`src/rtl/fan_tach_pkg.sv`:
```
package fan_tach_pkg;

  typedef enum logic [1:0] {
    MS_IDLE  = 2'd0,
    MS_ARM   = 2'd1,
    MS_COUNT = 2'd2
  } meas_state_t;

  localparam logic [1:0] EDGE_FALL = 2'd0;
  localparam logic [1:0] EDGE_RISE = 2'd1;

  // Qualify one edge of a synchronized tach line against the mode code.
  function automatic logic edge_qualifies(logic [1:0] mode, logic prv, logic cur);
    case (mode)
      EDGE_FALL: return prv & ~cur;
      EDGE_RISE: return ~prv & cur;
      default:   return prv ^ cur;
    endcase
  endfunction

endpackage

```
`src/rtl/fan_tach_sync.sv`:
```
module fan_tach_sync #(
  parameter int NCH = 16
) (
  input  logic           clk,
  input  logic           rst_n,
  input  logic [NCH-1:0] raw_in,
  output logic [NCH-1:0] sync_cur,
  output logic [NCH-1:0] sync_prev
);

  for (genvar ch = 0; ch < NCH; ch++) begin : g_lane
    logic meta_q, stab_q, hist_q;
    always_ff @(posedge clk or negedge rst_n) begin
      if (!rst_n) begin
        meta_q <= 1'b0;
        stab_q <= 1'b0;
        hist_q <= 1'b0;
      end else begin
        meta_q <= raw_in[ch];
        stab_q <= meta_q;
        hist_q <= stab_q;
      end
    end
    assign sync_cur[ch]  = stab_q;
    assign sync_prev[ch] = hist_q;
  end

endmodule

```
`src/rtl/fan_tach_prescaler.sv`:
```
module fan_tach_prescaler #(
  parameter int DIV_W = 2
) (
  input  logic             clk,
  input  logic             rst_n,
  input  logic             restart,
  input  logic [DIV_W-1:0] div_code,
  output logic             tick
);

  localparam int PRE_W = 2 + 2 * ((1 << DIV_W) - 1);

  logic [PRE_W-1:0] pcnt_q;
  logic [PRE_W-1:0] term;
  logic [PRE_W:0]   span;

  always_comb begin
    span = (PRE_W + 1)'(1) << (2 + 2 * int'(div_code));
    term = PRE_W'(span - 1'b1);
  end

  assign tick = (pcnt_q == term);

  always_ff @(posedge clk or negedge rst_n) begin
    if (!rst_n)             pcnt_q <= '0;
    else if (restart|tick)  pcnt_q <= '0;
    else                    pcnt_q <= pcnt_q + 1'b1;
  end

  AST_TICK_SPACING: assert property (@(posedge clk) disable iff (!rst_n)
    tick |=> !tick);

endmodule

```
`src/rtl/fan_tach_trigger.sv`:
```
module fan_tach_trigger #(
  parameter int NCH   = 16,
  parameter int SEL_W = 4
) (
  input  logic             clk,
  input  logic             rst_n,
  input  logic [NCH-1:0]   trigger,
  input  logic [NCH-1:0]   chan_en,
  output logic             start,
  output logic [SEL_W-1:0] start_sel
);

  logic [NCH-1:0] trig_q;
  logic [NCH-1:0] accepted;

  always_ff @(posedge clk or negedge rst_n) begin
    if (!rst_n) trig_q <= '0;
    else        trig_q <= trigger;
  end

  assign accepted = trigger & ~trig_q & chan_en;
  assign start    = |accepted;

  // Lowest set index wins: scan downward so the last hit is the lowest.
  always_comb begin
    start_sel = '0;
    for (int i = NCH - 1; i >= 0; i--) begin
      if (accepted[i]) start_sel = SEL_W'(i);
    end
  end

endmodule

```
`src/rtl/fan_tach_meter.sv`:
```
module fan_tach_meter #(
  parameter int NCH   = 16,
  parameter int CNT_W = 20,
  parameter int WIN_W = 16,
  parameter int DIV_W = 2
) (
  input  logic             clk,
  input  logic             rst_n,
  input  logic [NCH-1:0]   tach_in,
  input  logic [NCH-1:0]   chan_en,
  input  logic [1:0]       edge_mode,
  input  logic [DIV_W-1:0] clk_div,
  input  logic [NCH-1:0]   trigger,
  input  logic [WIN_W-1:0] win_limit,
  output logic [31:0]      result,
  output logic             done
);
  import fan_tach_pkg::*;

  localparam int RES_W = 32;
  localparam int SEL_W = (NCH > 1) ? $clog2(NCH) : 1;
  localparam int PAD_W = RES_W - 1 - CNT_W;
  localparam logic [CNT_W-1:0] CNT_MAX = {CNT_W{1'b1}};

  logic [NCH-1:0]   s_cur, s_prev;
  logic             tick, start;
  logic [SEL_W-1:0] start_sel, sel_q;
  meas_state_t      state_q;
  logic [WIN_W-1:0] win_q;
  logic [CNT_W-1:0] cnt_q;
  logic             done_q;
  logic             hit, expire;

  fan_tach_sync #(.NCH(NCH)) u_sync (
    .clk(clk), .rst_n(rst_n), .raw_in(tach_in),
    .sync_cur(s_cur), .sync_prev(s_prev)
  );

  fan_tach_prescaler #(.DIV_W(DIV_W)) u_pre (
    .clk(clk), .rst_n(rst_n), .restart(start),
    .div_code(clk_div), .tick(tick)
  );

  fan_tach_trigger #(.NCH(NCH), .SEL_W(SEL_W)) u_trig (
    .clk(clk), .rst_n(rst_n), .trigger(trigger), .chan_en(chan_en),
    .start(start), .start_sel(start_sel)
  );

  assign hit    = edge_qualifies(edge_mode, s_prev[sel_q], s_cur[sel_q]);
  assign expire = tick && ({1'b0, win_q} + 1'b1 >= {1'b0, win_limit});

  always_ff @(posedge clk or negedge rst_n) begin
    if (!rst_n) begin
      state_q <= MS_IDLE;
      sel_q   <= '0;
      win_q   <= '0;
      cnt_q   <= '0;
      done_q  <= 1'b0;
    end else if (start) begin
      state_q <= MS_ARM;
      sel_q   <= start_sel;
      win_q   <= '0;
      cnt_q   <= '0;
      done_q  <= 1'b0;
    end else begin
      case (state_q)
        MS_ARM: begin
          if (hit) begin
            state_q <= MS_COUNT;
            cnt_q   <= '0;
            if (tick) win_q <= win_q + 1'b1;
          end else if (expire) begin
            state_q <= MS_IDLE;
            cnt_q   <= '0;
            done_q  <= 1'b1;
          end else if (tick) begin
            win_q <= win_q + 1'b1;
          end
        end
        MS_COUNT: begin
          if (hit) begin
            state_q <= MS_IDLE;
            done_q  <= 1'b1;
          end else if (expire) begin
            state_q <= MS_IDLE;
            cnt_q   <= '0;
            done_q  <= 1'b1;
          end else if (tick) begin
            win_q <= win_q + 1'b1;
            if (cnt_q != CNT_MAX) cnt_q <= cnt_q + 1'b1;
          end
        end
        default: state_q <= MS_IDLE;
      endcase
    end
  end

  assign done   = done_q;
  assign result = {done_q, {PAD_W{1'b0}}, (done_q ? cnt_q : {CNT_W{1'b0}})};

  AST_START_CLEARS_DONE: assert property (@(posedge clk) disable iff (!rst_n)
    start |=> (!done && result == '0));

  AST_TIMEOUT_ZERO: assert property (@(posedge clk) disable iff (!rst_n)
    (state_q != MS_IDLE && !start && !hit && expire)
      |=> (done && result[CNT_W-1:0] == '0));

  AST_NO_WRAP: assert property (@(posedge clk) disable iff (!rst_n)
    (state_q == MS_COUNT && cnt_q == CNT_MAX && tick && !hit && !expire && !start)
      |=> (cnt_q == CNT_MAX));

  AST_DONE_IDLE: assert property (@(posedge clk) disable iff (!rst_n)
    done |-> (state_q == MS_IDLE));

endmodule

```
`config.mk`:
```
export PLATFORM = sky130hd
export DESIGN_NAME = fan_tach_meter
export DESIGN_NICKNAME = d
export VERILOG_FILES = /design/src/rtl/fan_tach_pkg.sv /design/src/rtl/fan_tach_sync.sv /design/src/rtl/fan_tach_prescaler.sv /design/src/rtl/fan_tach_trigger.sv /design/src/rtl/fan_tach_meter.sv
export SDC_FILE = /design/constraint.sdc
export NUM_CORES = 1
export LEC_CHECK = 0
export BUFFER_PORTS_ARGS = -buffer_cell sky130_fd_sc_hd__buf_2
export CORE_MARGIN = 2
export CORE_UTILIZATION = 57
export DETAILED_ROUTE_END_ITERATION = 10
export GPL_ROUTABILITY_DRIVEN = 0
export PLACE_DENSITY = 0.89
export SLEW_MARGIN = 10
export SYNTH_ARGS = -nofsm -noshare
export SYNTH_HDL_FRONTEND = slang
export SYNTH_HIERARCHICAL = 1
export SYNTH_SLANG_ARGS = --single-unit
```
`constraint.sdc`:
```
create_clock -name clk -period 4.2 [get_ports clk]
set_clock_uncertainty 0.05 [all_clocks]
set_input_delay 0.84 -clock clk [delete_from_list [all_inputs] [get_ports clk]]
set_output_delay 0.84 -clock clk [all_outputs]
set_load 0.005 [all_outputs]
```
# == Yosys cells after proc, flatten, opt, wreduce, memory -nomap -nowiden ==
# Index checks and enable logic that the tools add are counted.
# totals
wordCells,137
in_bits,70
register_bits,115
# classes
bitwise_logic,9
n_eq_ne,10
reduce_logical,7
order_cmp,2
mux,47
n_addsub,6
shifts,1
# op_table
cell,n
$mux W20,8
$mux W16,5
$mux W4,16
$pmux W20 S2,1
$and A16 B16 Y16,2
$pmux W16 S2,1
$shl A1 B32 Y8 const A,1
$add A20 B1 Y20 const B,1
$ne A20 B20 Y1 const B,1
$add A16 B1 Y17 const B,1
$ge A17 B16 Y1,1
$add A16 B1 Y16 const B,1
$not A16 Y16,1
$reduce_or A16 Y1,1
$ne A4 B3 Y1 const B,3
$add A8 B1 Y8 const B,1
$bmux W1 S4,2
$eq A8 B8 Y1,1
$mux W2,4
$mux W8,1
$sub A8 B1 Y8 const B,1
$mux W1,6
$ne A3 B2 Y1 const B,2
$lt A4 B5 Y1 const B,1
other kinds (14),19

# == Logic depth before layout (Yosys ltp) ==
# Gate-level depths: netlist of run 1.
# logic_depth
depth_word,19
depth_mapped,16
mapped_depth_nobuf,14

# == By module ==
# The synthesis of run 1 kept the hierarchy.
# modules_own_cells
module,area_each_um2,cells_each,n_inst
fan_tach_meter,3588.4,404,1
fan_tach_sync,1441.4,80,1
fan_tach_trigger,715.7,65,1
fan_tach_prescaler,500.5,50,1

# == Least setup slack after synthesis of run 1 ==
# Ideal clock, no wire load.
# synth_path
path_kind,reg2reg
start,register sel_q[0]
end,register win_q[14]
arrival_ns,3.701
stages_incl_launch_ff,13
path_slack_ns,0.324
t_required_ns,4.025
path_cell_list,dfrtp_1 > clkbuf_1 > mux4_2 > mux4_2 > ha_1 > mux2i_1 > mux2i_1 > a21o_1 > or2_2 > clkbuf_1 > buf_2 > nor4b_1 > mux2_2
# synth_via
elab_chain_len,8
elab_cells_between_ends,15
classes_between,1 x eq/ne; 8 x mux; 5 x bitwise; 1 x reduce/logical
# synth_lines
item,line_no,text
start: declaration,fan_tach_meter.sv:27,"logic [SEL_W-1:0] start_sel, sel_q;"
start signal: assignment,fan_tach_meter.sv:61,sel_q <= start_sel;
$bmux W1 S4,fan_tach_meter.sv:49,"assign hit = edge_qualifies(edge_mode, s_prev[sel_q], s_cur[sel_q]);"
$mux W1 (implied by the code),fan_tach_meter.sv:49,
$not A1 Y1 (on tied branches),"fan_tach_pkg.sv:16, fan_tach_pkg.sv:15",
$and A1 B1 Y1 (on tied branches),"fan_tach_pkg.sv:16, fan_tach_pkg.sv:15",
$pmux W1 S2 (*),fan_tach_pkg.sv:14,case (mode)
$mux W16,fan_tach_meter.sv:68,if (hit) begin
$pmux W16 S2,fan_tach_meter.sv:66,case (state_q)
$mux W16,fan_tach_meter.sv:59,end else if (start) begin
end signal: assignment,fan_tach_meter.sv:71,if (tick) win_q <= win_q + 1'b1;
end signal: assignment,fan_tach_meter.sv:77,win_q <= win_q + 1'b1;
end signal: assignment,fan_tach_meter.sv:89,win_q <= win_q + 1'b1;
end: declaration,fan_tach_meter.sv:29,logic [WIN_W-1:0] win_q;
# Every way passes the cells marked *; elsewhere a longest branch is shown, timed or not. The select of a mux whose other input is x is not followed.
# A chain may end at the register's enable or synchronous reset.

# == Worst setup path in the final report of run 1 ==
# Same ends and word-level chain as after synthesis.

==> results of run 1 <==
## critical path: stages (launching register included)
cell and delay [ps]:
dfrtp_2 540, mux4_2 590, mux4_2 490, ha_1 190, mux2i_1 230, mux2i_1 270, a21o_1 250, or2_2 460
nor4b_1 410, mux2_2 380
## state kept, by name (all words and copies together) (netlist names)
register              flops
u_pre/pcnt_q              8
u_sync/g_lane.stab_q     16
win_q                    16
u_trig/trig_q            16
state_q                   2
cnt_q                    20
sel_q                     4
done                      1
u_sync/g_lane.hist_q     16
u_sync/g_lane.meta_q     16
## layout make-up
class,instances,area (sq um)
inverters,36,135.1
diodes,1,2.502
clock buffers,19,431.7
fillers,754,3498
well taps,140,175.2
repair buffers,108,598.1
multi-input cells,395,2877
flip-flops and latches,115,2879
clock inverters,13,148.9
## per-stage QoR
stage / std cells / setup slack [ps] / utilization [%] / hold WS [ps]
global route: 827 / 4.677 / 67.44 / 302.9
finish: 827 / 204.3 / 67.44 / 295.8
global placement: 794 / 309.8 / 61.82 / 283.7
floorplan: 609 / 323.9 / - / 281.2
detailed placement: 794 / 136.3 / 61.82 / 284.7
CTS: 826 / 7.164 / 67.22 / 297.4
## logic make-up (layout without fill, tap and decap cells)
logic type      count (synthesis)  after routing  share of synthesized area (%)
flops                         115            115                          46.07
other cells                     1             12                        0.06004
buf+inv                        99            176                          8.814
xor+xnor                       22             22                          3.085
compound gates                102            102                          11.76
fa+ha+maj                      25             25                          5.008
mux                            23             23                          5.850
simple gates                  212            212                          19.35
## report_power, final
| group | internal (mW) | switching [mW] | total [mW] |
|---|---|---|---|
| registers | 1.15 | 0.0378 | 1.19 |
| logic | 0.172 | 0.217 | 0.389 |
| clock network | 0.868 | 0.517 | 1.38 |
| total | 2.19 | 0.772 | 2.96 |
## metal layers
metal | track usage, % | vias to the layer above | share of wire, %
met3 | 4.782 | 32 | 4.2
met1 | 27.59 | 2413 | 39
met4 | 11.90 | 0 | 2.3
met2 | 44.02 | 161 | 54
met5 | 0 | - | 0
li1 | - | 2261 | -
## worst max path at each step
stage / from / end / slack, ps / depth (start not counted)
global route: win_q[0]$_DFFE_PN0P_ / cnt_q[16]$_DFFE_PN0P_ / 5 / 15
floorplan: sel_q[0]$_DFFE_PN0P_ / win_q[14]$_DFFE_PN0P_ / 320 / 12
detailed placement: sel_q[0]$_DFFE_PN0P_ / win_q[14]$_DFFE_PN0P_ / 140 / 9
CTS: sel_q[0]$_DFFE_PN0P_ / win_q[14]$_DFFE_PN0P_ / 7 / 9
finish: sel_q[0]$_DFFE_PN0P_ / win_q[14]$_DFFE_PN0P_ / 200 / 9
global placement: sel_q[0]$_DFFE_PN0P_ / win_q[14]$_DFFE_PN0P_ / 310 / 9
## layout by cell type, fill, tap and decap left out, drive strengths merged, types with 10 or more instances in the layout
cell type / synthesis / final
nand3b: 11 / 11
or4: 17 / 17
xnor2: 15 / 15
ha: 25 / 25
nand2: 39 / 39
inv: 35 / 39
nor3: 11 / 11
nand3: 29 / 29
o21ai: 12 / 12
conb: 1 / 11
clkbuf: 9 / 19
dfrtp: 115 / 115
mux4: 10 / 10
a21oi: 32 / 32
o31ai: 16 / 16
and2: 13 / 13
nand4: 10 / 10
buf: 54 / 108
nor2: 30 / 30
## repair_timing
item | 4_1_cts | 5_1_grt
setup buffers | 0 | 0
resized for setup | 0 | 4
endpoints found under the setup margin | 0 | 7
==> summary.md, run 1 <==
| Metric | Value |
|---|---|
| Hold Fails Final Rpt | `0` |
| Grt ovf | `0` |
| CP endpoint kind | `register` |
| Most frequent cell after synthesis | `dfrtp_1` |
| VDD IR max | `0.2917 mV` |
| Mean Syn Cell Area | `10.43 sq um` |
| Number of vias per cell | `5.885` |
| Top cells by area, synth | `dfrtp_1 46%, buf_4 5.4%, ha_1 5.0%, mux4_2 3.6%, a21oi_1 2.6%` |
| RSZ-0062 raised after global routing | `no` |
| Hpwl dp | `9720 um` |
| Worst flop-to-flop path startpoint | `sel_q[0]$_DFFE_PN0P_` |
| Initial antenna violation count | `1` |
| Final setup fails | `0` |
| Clock sinks | `115` |
| Hold WC Path Type | `register to register` |
| Post-synth top area share | `46.07%` |
| Synth Instances | `599` |
| CTS tree | `done` |
| Vias in the first global route | `4905` |
| Tmin final | `3996 ps` |
| Pwr Total | `2.963 mW` |
| Max-slew violations | `0` |
| Antenna-violating nets left | `0` |
| Crit share post-route | `95.14%` |
| Achievable Freq | `0.2503 GHz` |
| Clock Latency Late Sink | `510 ps` |
| Drc violations | `0` |
| Post-synth ARST share | `100.0%` |
| Reg2Reg Depth | `9` |
| Synthesis-to-layout area growth | `16.03%` |
| Outcome | `complete, no violations` |
| DR WL/cell | `16.63 um` |
| FF+latch count, synth | `115` |
| Clock transition at the registers of the reported paths | `60 ps` |
| CTS Buf Count | `17` |
| Initial core utilization | `58.13%` |
| Top cells by count, synth | `115 x dfrtp_1, 45 x buf_4, 39 x nand2_1, 35 x inv_1, 32 x a21oi_1` |
| Share of cells above drive strength 1 | `26.24%` |
| Worst relative slew slack | `53.79%` |
| Largest net degree at the start of global routing | `55` |
| Most common flop cell mapped by yosys | `dfrtp_1` |
| Number of H-tree levels | `4` |
| Die width | `108.7 um` |
| Largest area contributor in the netlist | `dfrtp_1` |
| Seq/Total Area, Yosys | `46.07%` |
| Worst endpoint data arrival time | `4340 ps` |
| Cell Area, Placed | `6643 sq um` |
| DRT iter0 DRCs | `278` |
| Worst EP required | `4550 ps` |
| LEAKAGE | `3.289 nW` |
| DRT Pass-1 Iters | `5` |
| Post-synth EDFFs | `0` |
| Worst-path fanout max | `26` |
| Num rows | `38` |
| Netlist Area Pre-Place | `6246 sq um` |
| Reg2Reg Setup Slack | `200 ps` |
| Root buf cell | `clkbuf_8` |
| Worst hold path endpoint | `u_sync/g_lane[6].stab_q$_DFF_PN0_` |
| IO Pins | `103` |
| P per Cell Area | `408.9 nW/um^2` |
| Synth cell types | `69` |
| FF-to-FF End | `win_q[14]$_DFFE_PN0P_` |
| Synth warnings | `6` |
| Full die area | `11810 sq um` |
| Hold path start | `u_sync/g_lane[6].meta_q$_DFF_PN0_` |
| GRT Overall Usage | `24.40%` |
| Worst slew pin tran | `673.8 ps` |
| Hold Buf Count CTS | `0` |
| Maximum root-to-sink buffer count | `2` |
| Drt total wl | `13750 um` |
| Number of max-cap violations | `0` |
| Finished Cell Area | `7247 sq um` |
| Buffers on Ports | `91` |
| Crit Path Class | `register to register` |
| Vias | `4867` |
| Nets@finish | `768` |
| First-pass GRT wire length | `22300 um` |
| Setup_tns | `0 ps` |
| Worst hold path depth | `0` |
| Startpoint types | `register` |
| Core Area | `10750 sq um` |
| Die Y-Extent | `108.7 um` |
(Power assumes the default switching activity.)
==> inputs of run 2 (changes only) <==
--- a/config.mk
+++ b/config.mk
@@ -5,9 +5,10 @@
 export SDC_FILE = /design/constraint.sdc
 export NUM_CORES = 1
 export LEC_CHECK = 0
+export ABC_AREA = 1
 export BUFFER_PORTS_ARGS = -buffer_cell sky130_fd_sc_hd__buf_2
 export CORE_MARGIN = 2
-export CORE_UTILIZATION = 57
+export CORE_UTILIZATION = 58
 export DETAILED_ROUTE_END_ITERATION = 10
 export GPL_ROUTABILITY_DRIVEN = 0
 export PLACE_DENSITY = 0.89
==> summary.md, run 2 <==
| Metric | Value |
|---|---|
| Outcome | `complete, no violations` |
| Worst relative slew slack | `47.96% (-5.8 points)` |
| Top cells by area, synth | `dfrtp_1 42%, nand2_1 12%, inv_1 7.1%, buf_4 5.3%, nor2_1 5.2%` |
| LEAKAGE | `4.171 nW (+27%)` |
| Worst slew pin tran | `780.6 ps (+106.8 ps)` |
| Worst-path fanout max | `36 (+38%)` |
| Vias | `5701 (+17%)` |
| Drt total wl | `14320 um (+4.1%)` |
| CTS tree | `done` |
| CP endpoint kind | `register` |
| Full die area | `12690 sq um (+7.4%)` |
| Buffers on Ports | `91 (unchanged)` |
| Post-CTS setup buffer count | `0 (unchanged)` |
| Clock Latency Late Sink | `420 ps (-90 ps)` |
| First-pass GRT wire length | `24250 um (+8.7%)` |
| Synth warnings | `6 (unchanged)` |
| Final Non-Filler Cells | `1097 (+33%)` |
| Root buf cell | `clkbuf_16` |
| Biggest register | `cnt_q` |
| Mean Syn Cell Area | `7.744 sq um (-26%)` |
| Share of cells above drive strength 1 | `17.30% (-8.9 points)` |
| Flip-flop count of the largest register after layout | `20 (unchanged)` |
| GRT Overall Usage | `23.79% (-0.61 points)` |
| Grt ovf | `0 (unchanged)` |
| FF+latch count, synth | `115 (unchanged)` |
| Synth cell types | `47 (-32%)` |
| Hold Buf Count CTS | `0 (unchanged)` |
| DR WL/cell | `13.05 um (-22%)` |
| Worst endpoint data arrival time | `3860 ps (-480 ps)` |
| Crit share post-route | `84.87% (-10 points)` |
| DRT iter0 DRCs | `299 (+7.6%)` |
| Commonest cells after routing, fill and taps aside | `226 x nand2_1, 129 x inv_1, 115 x dfrtp_1, 95 x nor2_1, 90 x buf_2` |
| Core Area | `11470 sq um (+6.7%)` |
| Hold Fails Final Rpt | `0 (unchanged)` |
| Number of vias per cell | `5.197 (-12%)` |
| Worst EP required | `4500 ps (-50 ps)` |
| Antenna-violating nets left | `0 (unchanged)` |
| Crit Path Class | `register to register` |
| Setup_tns | `0 ps (unchanged)` |
| Cell Area, Placed | `7103 sq um (+6.9%)` |
| Achievable Freq | `0.2805 GHz (+12%)` |
| Number of H-tree levels | `4 (unchanged)` |
| CTS Buf Count | `17 (unchanged)` |
| Number of max-cap violations | `0 (unchanged)` |
| IO Pins | `103 (unchanged)` |
| Drc violations | `0 (unchanged)` |
| Finished Cell Area | `7710 sq um (+6.4%)` |
| Hold slack | `289.9 ps (-5.883 ps)` |
| # resized after CTS | `0 (unchanged)` |
| Synthesis-to-layout area growth | `12.63%` |
| Post-synth top area share | `42.04% (-4.0 points)` |
| Nets@finish | `1037 (+35%)` |
| Placed instance count | `1066 (+34%)` |
| Die Y-Extent | `112.6 um (+3.6%)` |
| P per Cell Area | `385.3 nW/um^2 (-5.8%)` |
| Clock sinks | `115 (unchanged)` |
| Largest net degree at the start of global routing | `68 (+24%)` |
| Commonest non-fill, non-tap cell in the layout | `nand2_1` |
| VDD IR max | `0.2746 mV (-5.9%)` |
| Most frequent cell after synthesis | `nand2_1` |
| Final setup fails | `0 (unchanged)` |
| Netlist Area Pre-Place | `6845 sq um (+9.6%)` |
| Initial core utilization | `59.69% (+1.6 points)` |
| Vias in the first global route | `5441 (+11%)` |
| DRT Pass-1 Iters | `5 (unchanged)` |
| Clock transition at the registers of the reported paths | `60 ps (about the same)` |
| Seq/Total Area, Yosys | `42.04% (-4.0 points)` |
| Maximum root-to-sink buffer count | `2 (unchanged)` |
| Initial antenna violation count | `0 (-1)` |
| Top cells by count, synth | `226 x nand2_1, 129 x inv_1, 115 x dfrtp_1, 95 x nor2_1, 48 x buf_4` |
| Post-synth ARST share | `100.0% (unchanged)` |
| Max-slew violations | `0 (unchanged)` |
| Die width | `112.6 um (+3.6%)` |
| Tmin final | `3565 ps (-431.1 ps)` |
| Hpwl dp | `9834 um (+1.2%)` |
| RSZ-0062 raised after global routing | `no` |
| Post-synth EDFFs | `0 (unchanged)` |
| Synth Instances | `884 (+48%)` |
| Num rows | `39 (+2.6%)` |
| Most common flop cell mapped by yosys | `dfrtp_1` |
| Hold WC Path Type | `register to register` |
| Startpoint types | `register` |
| Largest area contributor in the netlist | `dfrtp_1` |
| Inserted Diodes | `0 (-1)` |
-- run 2: cell types whose count changed after synthesis, moves of 17 or more --
cell	delta
o21ai_0	+34
nand2_1	+187
inv_1	+94
nor2_1	+65
or4_1	-17
nand4_1	+18
a21oi_1	-24
-- run 2: per-stage QoR --
step                      power, mW  utilization [%]  setup slack, ps
after floorplan               1.438                -             1281
final                         2.971            67.23            635.4
after global placement        1.498            61.94            858.2
after CTS                     2.987            67.23            663.5
after global routing          3.092            67.23            312.0
after detailed placement      1.509            61.94            677.7
-- run 2: path summary, 6_finish.rpt --
kind | from | to | slack, ps | cells after the start
worst min-delay path | u_sync/g_lane[15].meta_q$_DFF_PN0_ | u_sync/g_lane[15].stab_q$_DFF_PN0_ | 290 | 0
worst max register to register | win_q[0]$_DFFE_PN0P_ | cnt_q[6]$_DFFE_PN0P_ | 640 | 21
max in group asynchronous | rst_n | win_q[2]$_DFFE_PN0P_ | 2790 | 2
worst max-delay path | win_q[0]$_DFFE_PN0P_ | cnt_q[6]$_DFFE_PN0P_ | 640 | 21
worst min register to register | u_sync/g_lane[15].meta_q$_DFF_PN0_ | u_sync/g_lane[15].stab_q$_DFF_PN0_ | 290 | 0
min in group asynchronous | rst_n | u_trig/trig_q[14]$_DFF_PN0_ | 450 | 1
-- run 2: final cells by class --
cell class	count	area, sq um
inverters	134	503.0
well taps	143	178.9
flip-flops and latches	115	2878
repair buffers	98	510.5
clock buffers	17	425.4
multi-input cells	576	3033
clock inverters	14	181.4
fillers	925	3757
-- run 2: cell families (layout without fill, tap and decap cells) --
logic type / Yosys count / in the layout / synth area share (%)
DFF: 115 / 115 / 42.04
other: 1 / 11 / 0.05478
muxes: 6 / 6 / 0.8774
adders and majority gates: 25 / 25 / 4.570
AOI/OAI and AO/OA: 87 / 87 / 7.951
and+or+nand+nor: 418 / 418 / 26.59
xor gates and xnor gates: 29 / 29 / 3.710
buffers and inverters: 203 / 263 / 14.20
-- run 2: metal layers --
layer | track usage, % | up-vias | routed length, um
li1 | - | 2839 | -
met1 | 29.98 | 2603 | 6130
met2 | 39.88 | 226 | 6933
met3 | 5.130 | 33 | 903
met4 | 9.919 | 0 | 348
met5 | 0 | - | 0
-- run 2: worst max-delay path, cell delays in order (launching register included) --
cell and delay, ps:
dfrtp_1 440, ha_1 250, nand2_2 70, inv_2 80
nand2_2 90, nor2_4 160, nand3_1 120, nor2_1 130
xor2_1 220, inv_1 70, ha_1 320, nand2_1 60
nor2_1 150, a21boi_0 320, nor2_1 130, nand2_4 110
nand2_2 60, nand2_2 80, nand2_4 220, inv_1 230
nand2_1 80, nand2_1 60
-- run 2: report_power, final --
group          internal (mW)  switching (mW)
clock                  0.936           0.533
combinational          0.106           0.205
sequential              1.15          0.0402
